File: src/rtl/clksrc_pkg.sv
package clksrc_pkg;

  typedef struct packed {
    logic       rsv;
    logic [2:0] freq;
    logic       ext_run;
    logic       fast_ok;
    logic       slow_ok;
    logic       int_req;
  } ctrl_reg_t;

  function automatic logic is_crystal(input logic [2:0] mode);
    return mode <= 3'd2;
  endfunction

  function automatic logic needs_hold(input logic [2:0] mode, input logic two, input logic fs);
    return is_crystal(mode) && (two || fs);
  endfunction

  function automatic logic ext_run_reset(input logic [2:0] mode, input logic two, input logic fs);
    return !((is_crystal(mode) && two) || fs);
  endfunction

  function automatic logic code_is_slow(input logic [2:0] code);
    return code == 3'b000;
  endfunction

endpackage

File: src/rtl/clksrc_ost.sv
module clksrc_ost #(
  parameter int OST_CYCLES = 1024
) (
  input  logic clk,
  input  logic rst_n,
  input  logic restart,
  input  logic ext_edge,
  output logic done
);
  localparam int CW = $clog2(OST_CYCLES + 1);

  logic [CW-1:0] cnt;
  logic          last_edge;

  assign last_edge = ext_edge && !done && (cnt == CW'(OST_CYCLES - 1));

  always_ff @(posedge clk) begin
    if (!rst_n || restart) begin
      cnt  <= '0;
      done <= 1'b0;
    end else if (ext_edge && !done) begin
      if (last_edge) done <= 1'b1;
      else           cnt  <= cnt + 1'b1;
    end
  end

  p_cnt_bound_r4: assert property (@(posedge clk) disable iff (!rst_n)
    cnt < CW'(OST_CYCLES));
  p_done_on_last_r4: assert property (@(posedge clk) disable iff (!rst_n)
    (last_edge && !restart) |=> done);
endmodule

File: src/rtl/clksrc_fsmon.sv
module clksrc_fsmon (
  input  logic clk,
  input  logic rst_n,
  input  logic restart,
  input  logic armed,
  input  logic ext_edge,
  input  logic slow_tick,
  output logic fail
);
  logic seen, win;
  logic fail_event;

  assign fail_event = armed && slow_tick && win && !seen && !ext_edge;

  always_ff @(posedge clk) begin
    if (!rst_n || restart) begin
      seen <= 1'b0;
      win  <= 1'b0;
      fail <= 1'b0;
    end else if (!armed) begin
      seen <= 1'b0;
      win  <= 1'b0;
    end else if (slow_tick) begin
      if (fail_event) fail <= 1'b1;
      win  <= 1'b1;
      seen <= 1'b0;
    end else if (ext_edge) begin
      seen <= 1'b1;
    end
  end

  p_fail_sticky_r7: assert property (@(posedge clk) disable iff (!rst_n)
    (fail && !restart) |=> fail);
  p_no_fail_unarmed_r6: assert property (@(posedge clk) disable iff (!rst_n)
    (!armed && !fail) |=> !fail);
  p_edge_blocks_fail_r8: assert property (@(posedge clk) disable iff (!rst_n)
    (seen && !fail && !restart) |=> !fail);
endmodule

File: src/rtl/clksrc_regs.sv
module clksrc_regs
  import clksrc_pkg::*;
(
  input  logic       clk,
  input  logic       rst_n,
  input  logic       we,
  input  logic [7:0] wdata,
  input  logic       ext_run,
  input  logic       fast_raw,
  input  logic       slow_raw,
  input  logic       ext_ready,
  output logic [7:0] rdata,
  output logic [2:0] freq,
  output logic       int_sel
);
  logic [2:0] freq_q;
  logic       req_q, sel_q, fast_q, slow_q;
  logic       target_ok;
  ctrl_reg_t  view;

  assign target_ok = req_q ? (code_is_slow(freq_q) ? slow_q : fast_q) : ext_ready;

  always_ff @(posedge clk) begin
    if (!rst_n) begin
      freq_q <= 3'b110;
      req_q  <= 1'b0;
      sel_q  <= 1'b0;
      fast_q <= 1'b0;
      slow_q <= 1'b0;
    end else begin
      fast_q <= fast_raw;
      slow_q <= slow_raw;
      if (we) begin
        freq_q <= wdata[6:4];
        req_q  <= wdata[0];
      end
      if ((sel_q != req_q) && target_ok) sel_q <= req_q;
    end
  end

  always_comb begin
    view.rsv     = 1'b0;
    view.freq    = freq_q;
    view.ext_run = ext_run;
    view.fast_ok = fast_q;
    view.slow_ok = slow_q;
    view.int_req = sel_q;
  end

  assign rdata   = view;
  assign freq    = freq_q;
  assign int_sel = sel_q;

  p_sel_gated_r10: assert property (@(posedge clk) disable iff (!rst_n)
    (sel_q != $past(sel_q)) |-> $past(target_ok));
endmodule

File: src/rtl/clksrc_ctrl.sv
module clksrc_ctrl
  import clksrc_pkg::*;
#(
  parameter int OST_CYCLES = 1024
) (
  input  logic       clk,
  input  logic       rst_n,
  input  logic       wake,
  input  logic [2:0] osc_mode,
  input  logic       two_speed_en,
  input  logic       failsafe_en,
  input  logic       ext_edge,
  input  logic       slow_tick,
  input  logic       fast_stable,
  input  logic       slow_stable,
  input  logic       reg_we,
  input  logic [7:0] reg_wdata,
  output logic [7:0] reg_rdata,
  output logic [2:0] ircf_out,
  output logic       clk_sel_ext,
  output logic       clk_sel_fast,
  output logic       clk_sel_slow,
  output logic       fail_flag,
  output logic       mon_armed
);
  logic crystal, hold, ost_done, ext_ready, arm_next;
  logic int_sel, fail, armed_q, ext_q;
  logic [2:0] freq;

  assign crystal   = is_crystal(osc_mode);
  assign hold      = needs_hold(osc_mode, two_speed_en, failsafe_en);
  assign ext_ready = !hold || ost_done;
  assign arm_next  = failsafe_en && (!crystal || ost_done) && !wake;

  clksrc_ost #(.OST_CYCLES(OST_CYCLES)) u_ost (
    .clk(clk), .rst_n(rst_n), .restart(wake), .ext_edge(ext_edge), .done(ost_done)
  );

  clksrc_fsmon u_mon (
    .clk(clk), .rst_n(rst_n), .restart(wake), .armed(armed_q),
    .ext_edge(ext_edge), .slow_tick(slow_tick), .fail(fail)
  );

  clksrc_regs u_regs (
    .clk(clk), .rst_n(rst_n), .we(reg_we), .wdata(reg_wdata), .ext_run(ext_q),
    .fast_raw(fast_stable), .slow_raw(slow_stable), .ext_ready(ext_ready),
    .rdata(reg_rdata), .freq(freq), .int_sel(int_sel)
  );

  always_ff @(posedge clk) begin
    if (!rst_n) begin
      armed_q <= 1'b0;
      ext_q   <= ext_run_reset(osc_mode, two_speed_en, failsafe_en);
    end else begin
      armed_q <= arm_next;
      ext_q   <= ext_ready && !int_sel && !fail;
    end
  end

  assign clk_sel_ext  = ext_q;
  assign clk_sel_fast = !ext_q && !code_is_slow(freq);
  assign clk_sel_slow = !ext_q && code_is_slow(freq);
  assign ircf_out     = freq;
  assign fail_flag    = fail;
  assign mon_armed    = armed_q;

  p_fail_forces_int_r7: assert property (@(posedge clk) disable iff (!rst_n)
    fail |=> !clk_sel_ext);
  p_arm_needs_ost_r6: assert property (@(posedge clk) disable iff (!rst_n)
    (mon_armed && crystal) |-> ost_done);
  p_ext_needs_ready_r4: assert property (@(posedge clk) disable iff (!rst_n)
    clk_sel_ext |-> $past(ext_ready));
  p_wake_disarms_r11: assert property (@(posedge clk) disable iff (!rst_n)
    wake |=> (!mon_armed && !fail_flag));
endmodule

File: config.mk
export PLATFORM = sky130hd
export DESIGN_NAME = clksrc_ctrl
export DESIGN_NICKNAME = d
export VERILOG_FILES = /design/src/rtl/clksrc_pkg.sv /design/src/rtl/clksrc_ost.sv /design/src/rtl/clksrc_fsmon.sv /design/src/rtl/clksrc_regs.sv /design/src/rtl/clksrc_ctrl.sv
export SDC_FILE = /design/constraint.sdc
export NUM_CORES = 1
export LEC_CHECK = 0
export ABC_AREA = 1
export BUFFER_PORTS_ARGS = -buffer_cell sky130_fd_sc_hd__buf_2
export CORE_MARGIN = 3
export CORE_UTILIZATION = 54
export CTS_CLUSTER_SIZE = 20
export DETAILED_ROUTE_END_ITERATION = 6
export PLACE_DENSITY = 0.9
export REMOVE_ABC_BUFFERS = 1
export SLEW_MARGIN = 0
export SYNTH_ARGS = -nofsm -noshare
export SYNTH_HDL_FRONTEND = slang
export SYNTH_HIERARCHICAL = 1
export SYNTH_SLANG_ARGS = --single-unit
File: constraint.sdc
create_clock -name clk -period 3 [get_ports clk]
set_clock_uncertainty 0.15 [all_clocks]
set_input_delay 0.6 -clock clk [delete_from_list [all_inputs] [get_ports clk]]
set_output_delay 0.6 -clock clk [all_outputs]
set_load 0.03 [all_outputs]
# After elaboration in Yosys (flattened, before gate mapping)

Index checks and enable logic that the tools add are counted.

Register bits after elaboration: 24
Bits in latches: 0
Memory bits (writable): 0
Bits in read-only memories: 0
Bits of input ports: 21
Output and inout bits: 16
Logic and storage cells: 59
Memories kept: 0

Add/sub/neg operators: 1
$mul: 0
Div/mod/pow operators: 0
$lt $le $gt $ge: 1
Eq/ne operators: 2
Shift-type cells: 0
Muxes and demuxes: 3
Bitwise gates (word level): 2
Reductions and logical operators: 38

Operators with widths:

| operator                                                                          | count |
|---|---|
| 1-bit logical AND                                                                 | 15 |
| 1-bit zero test                                                                   | 12 |
| 11-bit by 1-bit adder with 11-bit output (second input constant)                  | 1 |
| 11-bit by 10-bit == test with 1-bit output (second input constant)                | 1 |
| 1-bit logical OR                                                                  | 5 |
| 2-bit AND reduction                                                               | 2 |
| 3-bit by 2-bit less-or-equal comparator with 1-bit output (second input constant) | 1 |
| 3-bit zero test                                                                   | 1 |
| 1-bit 2-to-1 mux                                                                  | 3 |
| 3-bit AND reduction                                                               | 1 |
| 3-bit OR reduction                                                                | 1 |
| 1-bit inverter                                                                    | 2 |
| 2-bit OR reduction                                                                | 1 |
| 1-bit != test                                                                     | 1 |

# Logic depth before layout (Yosys ltp)

Gate-level depths: netlist (run 1).

Depth in word-level cells: 7
Gate-level depth with buffers: 8
Depth with buffers taken out: 8

# Modules after synthesis

Netlist (run 1), hierarchy kept.

Modules (own cells, without submodules):

| module       | instances | cells each | area each (um^2) | sequential area each (um^2) |
|---|---|---|---|---|
| clksrc_ost   | 1         | 97         | 644.4            | 240.2 |
| clksrc_regs  | 1         | 43         | 321.6            | 140.1 |
| clksrc_ctrl  | 1         | 21         | 133.9            | 40.0 |
| clksrc_fsmon | 1         | 16         | 115.1            | 60.1 |

# Least setup slack after synthesis (run 1)

Ideal clock, no wire load.

Kind: register to output
Start: reg u_regs.freq_q[1] (netlist: u_regs/freq[1])
End: out clk_sel_slow
Arrival time: 1.477 ns
Required time: 2.250 ns
Path slack: 0.773 ns
Cell stages (with the launch flop): 2
Buffers on the path: 0
Cells stage by stage: dfxtp_1 -> nor4_1

Longest elaborated chain between the ends: 2

RTL lines:

| item                     | line              | source |
|---|---|---|
| start: declaration       | clksrc_regs.sv:16 | `logic [2:0] freq_q;` |
| start signal: assignment | clksrc_regs.sv:34 | `freq_q <= wdata[6:4];` |
| 3-bit zero test          | clksrc_pkg.sv:25  | `return code == 3'b000;` |
| 1-bit logical AND        | clksrc_ctrl.sv:62 | `assign clk_sel_slow = !ext_q && code_is_slow(freq);` |
| end: declaration         | clksrc_ctrl.sv:22 | `output logic clk_sel_slow,` |

Every way passes these cells.

# Final worst setup path (run 1)

Ends and elaborated chain as after synthesis.

==> metrics.cfg, run 1 <==
[sta]
finalHoldViolCount=0
rsz0062_at_grt=false
fin_crit_sh_pct=65.22
fin_crit_ns=1.957
finalSetupTns_ns=0
fmax_ghz=0.5111
slew_viol_final=0
setup_viol=0
tightest_slew_ns=0.7608
slew_headroom_pct=49.10

[detailed_routing]
dr.pass1.iters=4
vias_per_cell=4.934
post_drt_wl_per_cell_um=10.53
totalWireLength_um=2412
vias=1130
first_iter_violations=17
drtAntennaViolNets=0
drcViolationCount=0

[setup_path]
crit_buf_inv=1
cp.required_ns=2.25
worstSetupEndpointType=output port
crit_chain=nor4_1 -> buf_2
cpPeakStageDelay_ns=0.39
cp_num_cells=2
rrSetupSlack_ns=1.40
cp_slowest_cell=dfxtp_1
reg2reg_depth=7
startpoint_type=flop
critPathKind=reg -> out
cp_max_fo=6
crit_family=flip-flops
r2r-start=u_ost/cnt[0]$_SDFFE_PP0P_
rr_endpoint=u_ost/cnt[7]$_SDFFE_PP0P_
cp.arrival_ns=1.21

[grt]
antenna_found_initial=0
grt_pass1_wl_um=3912
gr-usage-all-layers_pct=18.58
grt_max_degree=19
grt_pass1_vias=992
gr-total-overflow=0

[cts]
numCtsBuffers=3
cts_tree=done
postCtsHoldBufs=0
cts_sinks=24
clockBufferDepth=2
clk_pin_slew_ns=0.13
cts_setup_buffers=0
insertion_delay_ns=0.31
htreeDepth=1
post_cts_resized=0
clockRootBuffer=clkbuf_4

[floorplanning]
die-area_um2=2855
boundaryPins=37
die_y_um=53.43
initial_core_util_pct=59.50
die_width_um=53.43
rows=16
core_area_um2=2042

[yosys]
synth_top_area_share_pct=39.55
synth.yosys.warnings=6
syn-instance-count=177
ys_ff_latch=24
yosysTopAreaCell=dfxtp_1
yosysUniqueCellTypes=29
yosysSeqAreaShare_pct=39.55
syn_avg_cell_area_um2=6.864
syn_area_um2=1215
yosys-top-cells-area=dfxtp_1, nor2_1, nand2_1

[placement]
placed_cells=225
numPortBuffers=31
gp_congestion=0.8455
dp_hpwl_um=1816

[layout]
layoutNonFillerInstCount=229
fill_cells=154
multi_input_area_um2=583.1
diodes=0
seqCellArea_um2=480.5
area_delta_synth_final_pct=12.26
nNetsFinal=225
drive_gt1_share_pct=21.78

[hold_path]
min_path_cells=2
hold_path_end=u_mon/seen$_SDFFE_PP0P_
hp-start=slow_tick
hold_path_class=in -> reg

[pwr]
leakage_uw=0.0006184
p_per_area_nw_per_um2=434.4
ir_drop_mv=0.3550

[flow_run]
drv_cap=0

[status]
status=finished clean

## how the worst max path moves through the flow
stage,startpoint,to
detailed placement,rst_n,u_ost/cnt[10]$_SDFFE_PP0P_
floorplan,u_regs/freq[1]$_SDFFE_PN1P_,clk_sel_slow
global route,u_regs/freq[1]$_SDFFE_PN1P_,clk_sel_slow
global placement,rst_n,u_ost/cnt[10]$_SDFFE_PP0P_
finish,u_regs/freq[1]$_SDFFE_PN1P_,clk_sel_slow
CTS,u_regs/freq[1]$_SDFFE_PN1P_,clk_sel_slow
## cells in the final DEF, fill, tap and decap left out, types with 3 or more instances in the layout
master,instances
nand2_1,35
dfxtp_1,24
nor2_2,3
buf_2,31
nor3_1,4
inv_1,19
nand3_1,16
nor2_1,37
clkbuf_4,3
a21oi_1,7
## where the power goes
group	internal, µW	switching (µW)	leakage, µW
logic	29.0	57.9	0.000402
registers	327	8.49	0.000196
clock network	74.1	95.6	0.0000210
## flip-flops by register name, summed over array words and instances (netlist names)
register	cells
clk_sel_ext	1
mon_armed	1
u_mon/fail	1
u_mon/seen	1
u_mon/win	1
u_ost/cnt	11
u_ost/done	1
u_regs/fast_q	1
u_regs/freq	3
u_regs/int_sel	1
u_regs/req_q	1
u_regs/slow_q	1
## layout make-up
type / instances / share of cell area (%)
sequential: 24 / 35.23
clock buffer: 4 / 2.661
inverter: 20 / 5.505
timing repair buffer: 31 / 11.38
multi-input combinational: 123 / 42.75
tap: 27 / 2.477
## stage by stage
stage	hold slack, ns	worst slack, ns	area [µm²]	total power [µW]	utilization [%]
finish	0.3111	1.043	1364	592.4	66.79
global route	0.3178	0.9476	1364	617.8	66.79
CTS	0.3072	1.041	1364	595.9	66.79
detailed placement	0.3175	1.087	1328	429.5	65.01
global placement	0.3052	1.100	1328	426.4	65.01
floorplan	0.2964	0.6441	1139	396.6	-
## synth_stat cells (all sizes together)
cell / n
nor2: 41
conb: 1
ha: 1
inv: 20
o21ai: 3
buf: 10
nand3: 18
nand2: 37
dfxtp: 24
o211ai: 1
nor3b: 1
nor4: 1
a31oi: 1
o21bai: 1
or2: 1
nand4: 2
nor3: 4
a21oi: 7
o21a: 2
nand3b: 1
## layer usage
metal / vias up / routed length [µm] / GRT usage (%)
li1: 604 / - / -
met1: 506 / 1070 / 21.23
met2: 18 / 1242 / 33.88
met3: 2 / 84 / 3.380
met4: 0 / 14 / 6.383
met5: - / 0 / 0
## cells by family after synthesis
| logic type | count (synthesis) | share of synthesized area (%) |
|---|---|---|
| flops | 24 | 39.55 |
| compound gates | 15 | 7.106 |
| other cells | 1 | 0.3087 |
| buf+inv | 30 | 12.46 |
| fa+ha+maj | 1 | 1.030 |
| simple gates | 106 | 39.55 |
Power figures use the tool's default switching activity.
==> run 2, diff against run 1 <==
CORE_UTILIZATION = 50   (was 54)
PLACE_DENSITY = 0.85   (was 0.9)
clock period = 1.9 ns   (was 3 ns; I/O delays follow)
==> metrics.cfg, run 2 (synthesis gave the netlist of run 1 again) <==
[detailed_routing]
vias_per_cell=4.813  ; -2.5%
drcViolationCount=0  ; unchanged
vias=1107  ; -2.0%
first_iter_violations=28  ; +11
drtAntennaViolNets=0  ; unchanged
post_drt_wl_per_cell_um=10.00  ; -5.0%
totalWireLength_um=2301  ; -4.6%
dr.pass1.iters=4  ; unchanged

[layout]
area_delta_synth_final_pct=11.84
final_cell_area_um2=1359  ; -0.37%
drive_gt1_share_pct=21.78  ; unchanged
final_cell_mix=nor2_1, nand2_1, buf_2
nNetsFinal=226  ; +0.44%
largest_reg_flops=11  ; unchanged
top_register=u_ost/cnt
diodes=0  ; unchanged
layout_commonest_cell=nor2_1

[floorplanning]
rows=17  ; +1
die_width_um=55.30  ; +3.5%
initial_core_util_pct=53.88  ; -5.6 points
core_area_um2=2255  ; +10%
die_y_um=55.30  ; +3.5%
boundaryPins=37  ; unchanged
die-area_um2=3058  ; +7.1%

[setup_path]
r2r-start=u_ost/cnt[0]$_SDFFE_PP0P_
cp_max_fo=6  ; unchanged
reg2reg_depth=8  ; +1
cpPeakStageDelay_ns=0.38  ; about the same
critPathKind=reg -> out
worstSetupEndpointType=output port
cp.required_ns=1.37  ; -0.88 ns
rr_endpoint=u_ost/cnt[1]$_SDFFE_PP0P_
rrSetupSlack_ns=0.33  ; -1.07 ns
crit_buf_inv=1  ; unchanged
crit_family=flip-flops
cp_slowest_cell=dfxtp_1
startpoint_type=flop
cp.arrival_ns=1.25  ; +0.04 ns
crit_chain=nor4_1 -> buf_2

[cts]
clockRootBuffer=clkbuf_4
cts_setup_buffers=0  ; unchanged
insertion_delay_ns=0.31  ; about the same
clk_pin_slew_ns=0.13  ; about the same
htreeDepth=1  ; unchanged
clockBufferDepth=2  ; unchanged
postCtsHoldBufs=0  ; unchanged
post_cts_resized=0  ; unchanged
cts_tree=done
cts_sinks=24  ; unchanged
numCtsBuffers=3  ; unchanged

[sta]
setup_viol=0  ; unchanged
fmax_ghz=0.5632
finalHoldViolCount=0  ; unchanged
fin_crit_sh_pct=93.46
rsz0062_at_grt=false
setup_slack_ns=0.1243  ; -0.9190 ns
slew_viol_final=0  ; unchanged
fin_crit_ns=1.776

[hold_path]
hp-start=slow_tick
min_path_cells=2  ; unchanged
hold_path_class=in -> reg
hold_path_end=u_mon/seen$_SDFFE_PP0P_

[grt]
grt_pass1_wl_um=3926  ; +0.36%
grt_max_degree=19  ; unchanged
gr-usage-all-layers_pct=15.38  ; -3.2 points
grt_pass1_vias=966  ; -2.6%
antenna_found_initial=0  ; unchanged
gr-total-overflow=0  ; unchanged

[status]
status=finished clean

[pwr]
ir_drop_mv=0.5439  ; +53%
p_per_area_nw_per_um2=648.2  ; +49%
leakage_uw=0.0006163  ; -0.33%

[placement]
numPortBuffers=31  ; unchanged
dpl_worst_slack_ns=0.3672  ; -0.7202 ns
place_area_um2=1336  ; +0.66%
dp_hpwl_um=1779  ; -2.1%
gp_congestion=0.7248  ; -14%

[flow_run]
drv_cap=0  ; unchanged

## run 2: per-layer routing
| metal | vias to the layer above | wire, µm | track usage [%] |
|---|---|---|---|
| met5 | - | 0 | 0 |
| met4 | 0 | 13 | 5.208 |
| met3 | 2 | 100 | 3.271 |
| met2 | 21 | 1176 | 27.70 |
| met1 | 481 | 1010 | 17.84 |
| li1 | 603 | - | - |
## run 2: cell type report
class,instances,area [µm²]
fillers,230,895.9
multi-input cells,123,583.1
flip-flops and latches,24,480.5
repair buffers,32,162.7
inverters,20,75.07
well taps,28,35.03
clock buffers,3,22.52
## run 2: worst max-delay path by stage
stage                           endpoint                         from  slack [ns]  cells after the start
2_1_floorplan               clk_sel_slow  u_regs/freq[1]$_SDFFE_PN1P_       -0.24                      1
3_3_place_gp   u_ost/cnt[1]$_SDFFE_PP0P_    u_ost/cnt[0]$_SDFFE_PP0P_        0.39                      8
3_5_place_dp   u_ost/cnt[1]$_SDFFE_PP0P_    u_ost/cnt[0]$_SDFFE_PP0P_        0.37                      8
4_1_cts                     clk_sel_slow  u_regs/freq[1]$_SDFFE_PN1P_        0.10                      2
5_1_grt                     clk_sel_slow  u_regs/freq[1]$_SDFFE_PN1P_        0.05                      2
6_report                    clk_sel_slow  u_regs/freq[1]$_SDFFE_PN1P_        0.12                      2
## run 2: power by group
part / total, µW / switching (µW) / internal (µW)
clock network: 214 / 140 / 74.0
registers: 530 / 13.3 / 517
logic: 137 / 90.0 / 47.0
## run 2: worst reg2reg max path, stage by stage, from the launching register on
cell,delay [ns]
dfxtp_1,0.42
ha_1,0.20
nand2_2,0.09
nor2_4,0.12
nand3_4,0.19
nand2_1,0.11
inv_1,0.05
nor2_1,0.08
nor2_1,0.05
## run 2: metrics by stage
step	hold WS [ns]	instances	TNS (ns)	util [%]	power [µW]
5_1_grt	0.08364	230	0	60.27	923.1
6_report	0.09793	230	0	60.27	880.8
2_1_floorplan	0.2964	167	-0.2359	-	626.1
3_3_place_gp	0.3090	227	0	59.27	676.3
3_5_place_dp	0.3222	227	0	59.27	678.9
4_1_cts	0.08954	230	0	60.27	890.5
==> run 3, diff against run 2 <==
ABC_AREA = unset   (was 1)
CAP_MARGIN = 0   (was unset)
CORE_UTILIZATION = 49   (was 50)
PLACE_DENSITY = 0.84   (was 0.85)
TNS_END_PERCENT = 1   (was unset)
==> metrics.cfg, run 3 <==
[cts]
cts_tree=done
htreeDepth=1  ; unchanged
clockBufferDepth=2  ; unchanged
insertion_delay_ns=0.33  ; +0.02 ns
cts_setup_buffers=0  ; unchanged
numCtsBuffers=3  ; unchanged
cts_sinks=24  ; unchanged
clockRootBuffer=clkbuf_4
postCtsHoldBufs=0  ; unchanged
clk_pin_slew_ns=0.14  ; about the same

[yosys]
yosysMostFrequentCell=dfxtp_1
synth-edff-count=0  ; unchanged
synth_ff_type=dfxtp_1
synth_top_area_share_pct=40.63  ; +1.1 points
synth.yosys.warnings=6  ; unchanged
ys_ff_latch=24  ; unchanged
async_flop_share_pct=0  ; unchanged
yosysSeqAreaShare_pct=40.63  ; +1.1 points
yosysUniqueCellTypes=39  ; +34%
syn-instance-count=128  ; -28%
syn_avg_cell_area_um2=9.237  ; +35%
yosys-top-cells-count=dfxtp_1, nor2_1, a21oi_1, nand2_1, buf_4
yosysTopAreaCell=dfxtp_1
yosys-top-cells-area=dfxtp_1, buf_4, mux2i_1
syn_area_um2=1182  ; -2.7%

[setup_path]
critPathLaunch=u_regs/freq[1]$_SDFFE_PN1P_
crit_family=flip-flops
crit_buf_inv=1  ; unchanged
critPathKind=reg -> out
cp_slowest_cell=dfxtp_1
cp.required_ns=1.37  ; about the same
r2r-start=u_ost/done$_SDFFE_PP0P_
cp.arrival_ns=1.26  ; about the same
worstSetupEndpointType=output port
startpoint_type=flop
cp_max_fo=6  ; unchanged
crit_chain=nor4_1 -> buf_2
cpPeakStageDelay_ns=0.38  ; about the same

[hold_path]
hp-start=slow_tick
hold_path_class=in -> reg

[floorplanning]
die_y_um=55.12  ; -0.32%
initial_core_util_pct=52.44  ; -1.4 points
boundaryPins=37  ; unchanged
die-area_um2=3038  ; -0.63%
die_width_um=55.12  ; -0.32%
rows=17  ; unchanged
core_area_um2=2255  ; unchanged

[pwr]
netSwitchingFraction_pct=27.09  ; -0.50 points
switchingPower_uw=252.7  ; +4.0%
p_int_uw=680.2  ; +6.7%
p_per_area_nw_per_um2=682.2  ; +5.2%
p_total_uw=933.0  ; +5.9%
seqPwrFrac_pct=56.6  ; -3.6 points
clkPwrFrac_pct=29.7  ; +5.4 points
ir_drop_mv=0.5918  ; +8.8%
pwr-share-comb_pct=13.7  ; -1.8 points
leakage_uw=0.0005944  ; -3.5%

[layout]
drive_gt1_share_pct=31.85  ; +10 points
largest_reg_flops=11  ; unchanged
top_register=u_ost/cnt
seqCellArea_um2=480.5  ; unchanged
fill_cells=208  ; -9.6%
final_cell_area_um2=1368  ; +0.64%
multi_input_area_um2=615.6  ; +5.6%
area_delta_synth_final_pct=15.66
diodes=0  ; unchanged
final_cell_mix=buf_2, dfxtp_1, nor2_1
layout_commonest_cell=buf_2
nNetsFinal=180  ; -20%

[placement]
gp_congestion=0.7802  ; +7.6%
place_area_um2=1331  ; -0.37%
numPortBuffers=31  ; unchanged
dp_hpwl_um=1916  ; +7.7%

[grt]
gr-total-overflow=0  ; unchanged
antenna_found_initial=0  ; unchanged
gr-usage-all-layers_pct=19.61  ; +4.2 points
grt_pass1_vias=1043  ; +8.0%
grt_max_degree=14  ; -5
grt_pass1_wl_um=4264  ; +8.6%

[detailed_routing]
drtAntennaViolNets=0  ; unchanged
post_drt_wl_per_cell_um=13.92  ; +39%
vias_per_cell=5.703  ; +18%
first_iter_violations=10  ; -64%
vias=1055  ; -4.7%
totalWireLength_um=2575  ; +12%
dr.pass1.iters=4  ; unchanged
drcViolationCount=0  ; unchanged

[sta]
rsz0062_at_grt=false
fmax_ghz=0.5575  ; -1.0%
fin_crit_sh_pct=94.41  ; +0.95 points
fin_crit_ns=1.794  ; +0.01811 ns
finalHoldViolCount=0  ; unchanged
setup_viol=0  ; unchanged
slew_viol_final=0  ; unchanged

[flow_run]
drv_cap=0  ; unchanged

[status]
status=finished clean

[run 3: area by class of cell]
class	count	area share, %
Multi-Input combinational cell	90	45.01
Sequential cell	24	35.13
Timing Repair Buffer	35	13.54
Clock buffer	4	2.653
Tap cell	28	2.562
Inverter	4	1.098
[run 3: per-layer routing]
metal  part of all wire, %  global-route usage, %
met3                   7.5                  6.166
met4                  0.47                  5.263
met5                     0                      0
met1                    42                  19.38
met2                    50                  38.58
[run 3: path summary, 6_finish.rpt]
path                                     end  slack [ns]  cells after the start
setup / recovery                clk_sel_slow        0.11                      2
hold / removal       u_mon/seen$_SDFFE_PP0P_        0.07                      2
setup reg to reg   u_ost/cnt[9]$_SDFFE_PP0P_        0.18                      4
hold reg to reg   u_ost/cnt[10]$_SDFFE_PP0P_        0.33                      1
[run 3: cells by family after synthesis]
kind of cell	Yosys count	share of synthesized area [%]
compound gates	25	15.66
xor+xnor	1	0.7409
fa+ha+maj	1	1.058
buf+inv	14	7.301
flops	24	40.63
mux	6	5.080
other cells	1	0.3172
simple gates	56	29.21
[run 3: what timing repair did]
item | 4_1_cts | 5_1_grt
setup endpoints to repair | 0 | 1
hold endpoints to repair | 0 | 0
gates resized for setup | 0 | 0
[run 3: power by group through the flow]
stage               Clock, µW  Sequential [µW]  Combinational (µW)
floorplan                   0              568                42.0
global route              305              530                 137
CTS                       284              528                 128
finish                    277              528                 128
detailed placement          0              538                 128
global placement            0              538                 124
[run 3: stage by stage]
step	hold WS, ns	setup slack [ns]	std cells	util (%)	setup TNS [ns]
final	0.07080	0.1062	185	60.65	0
after global routing	0.05851	0.05614	185	60.65	0
after CTS	0.06313	0.08510	185	60.65	0
after detailed placement	0.3149	0.1514	181	59.05	0
after global placement	0.2967	0.1966	181	59.05	0
after floorplan	0.2870	-0.2348	118	-	-0.2348
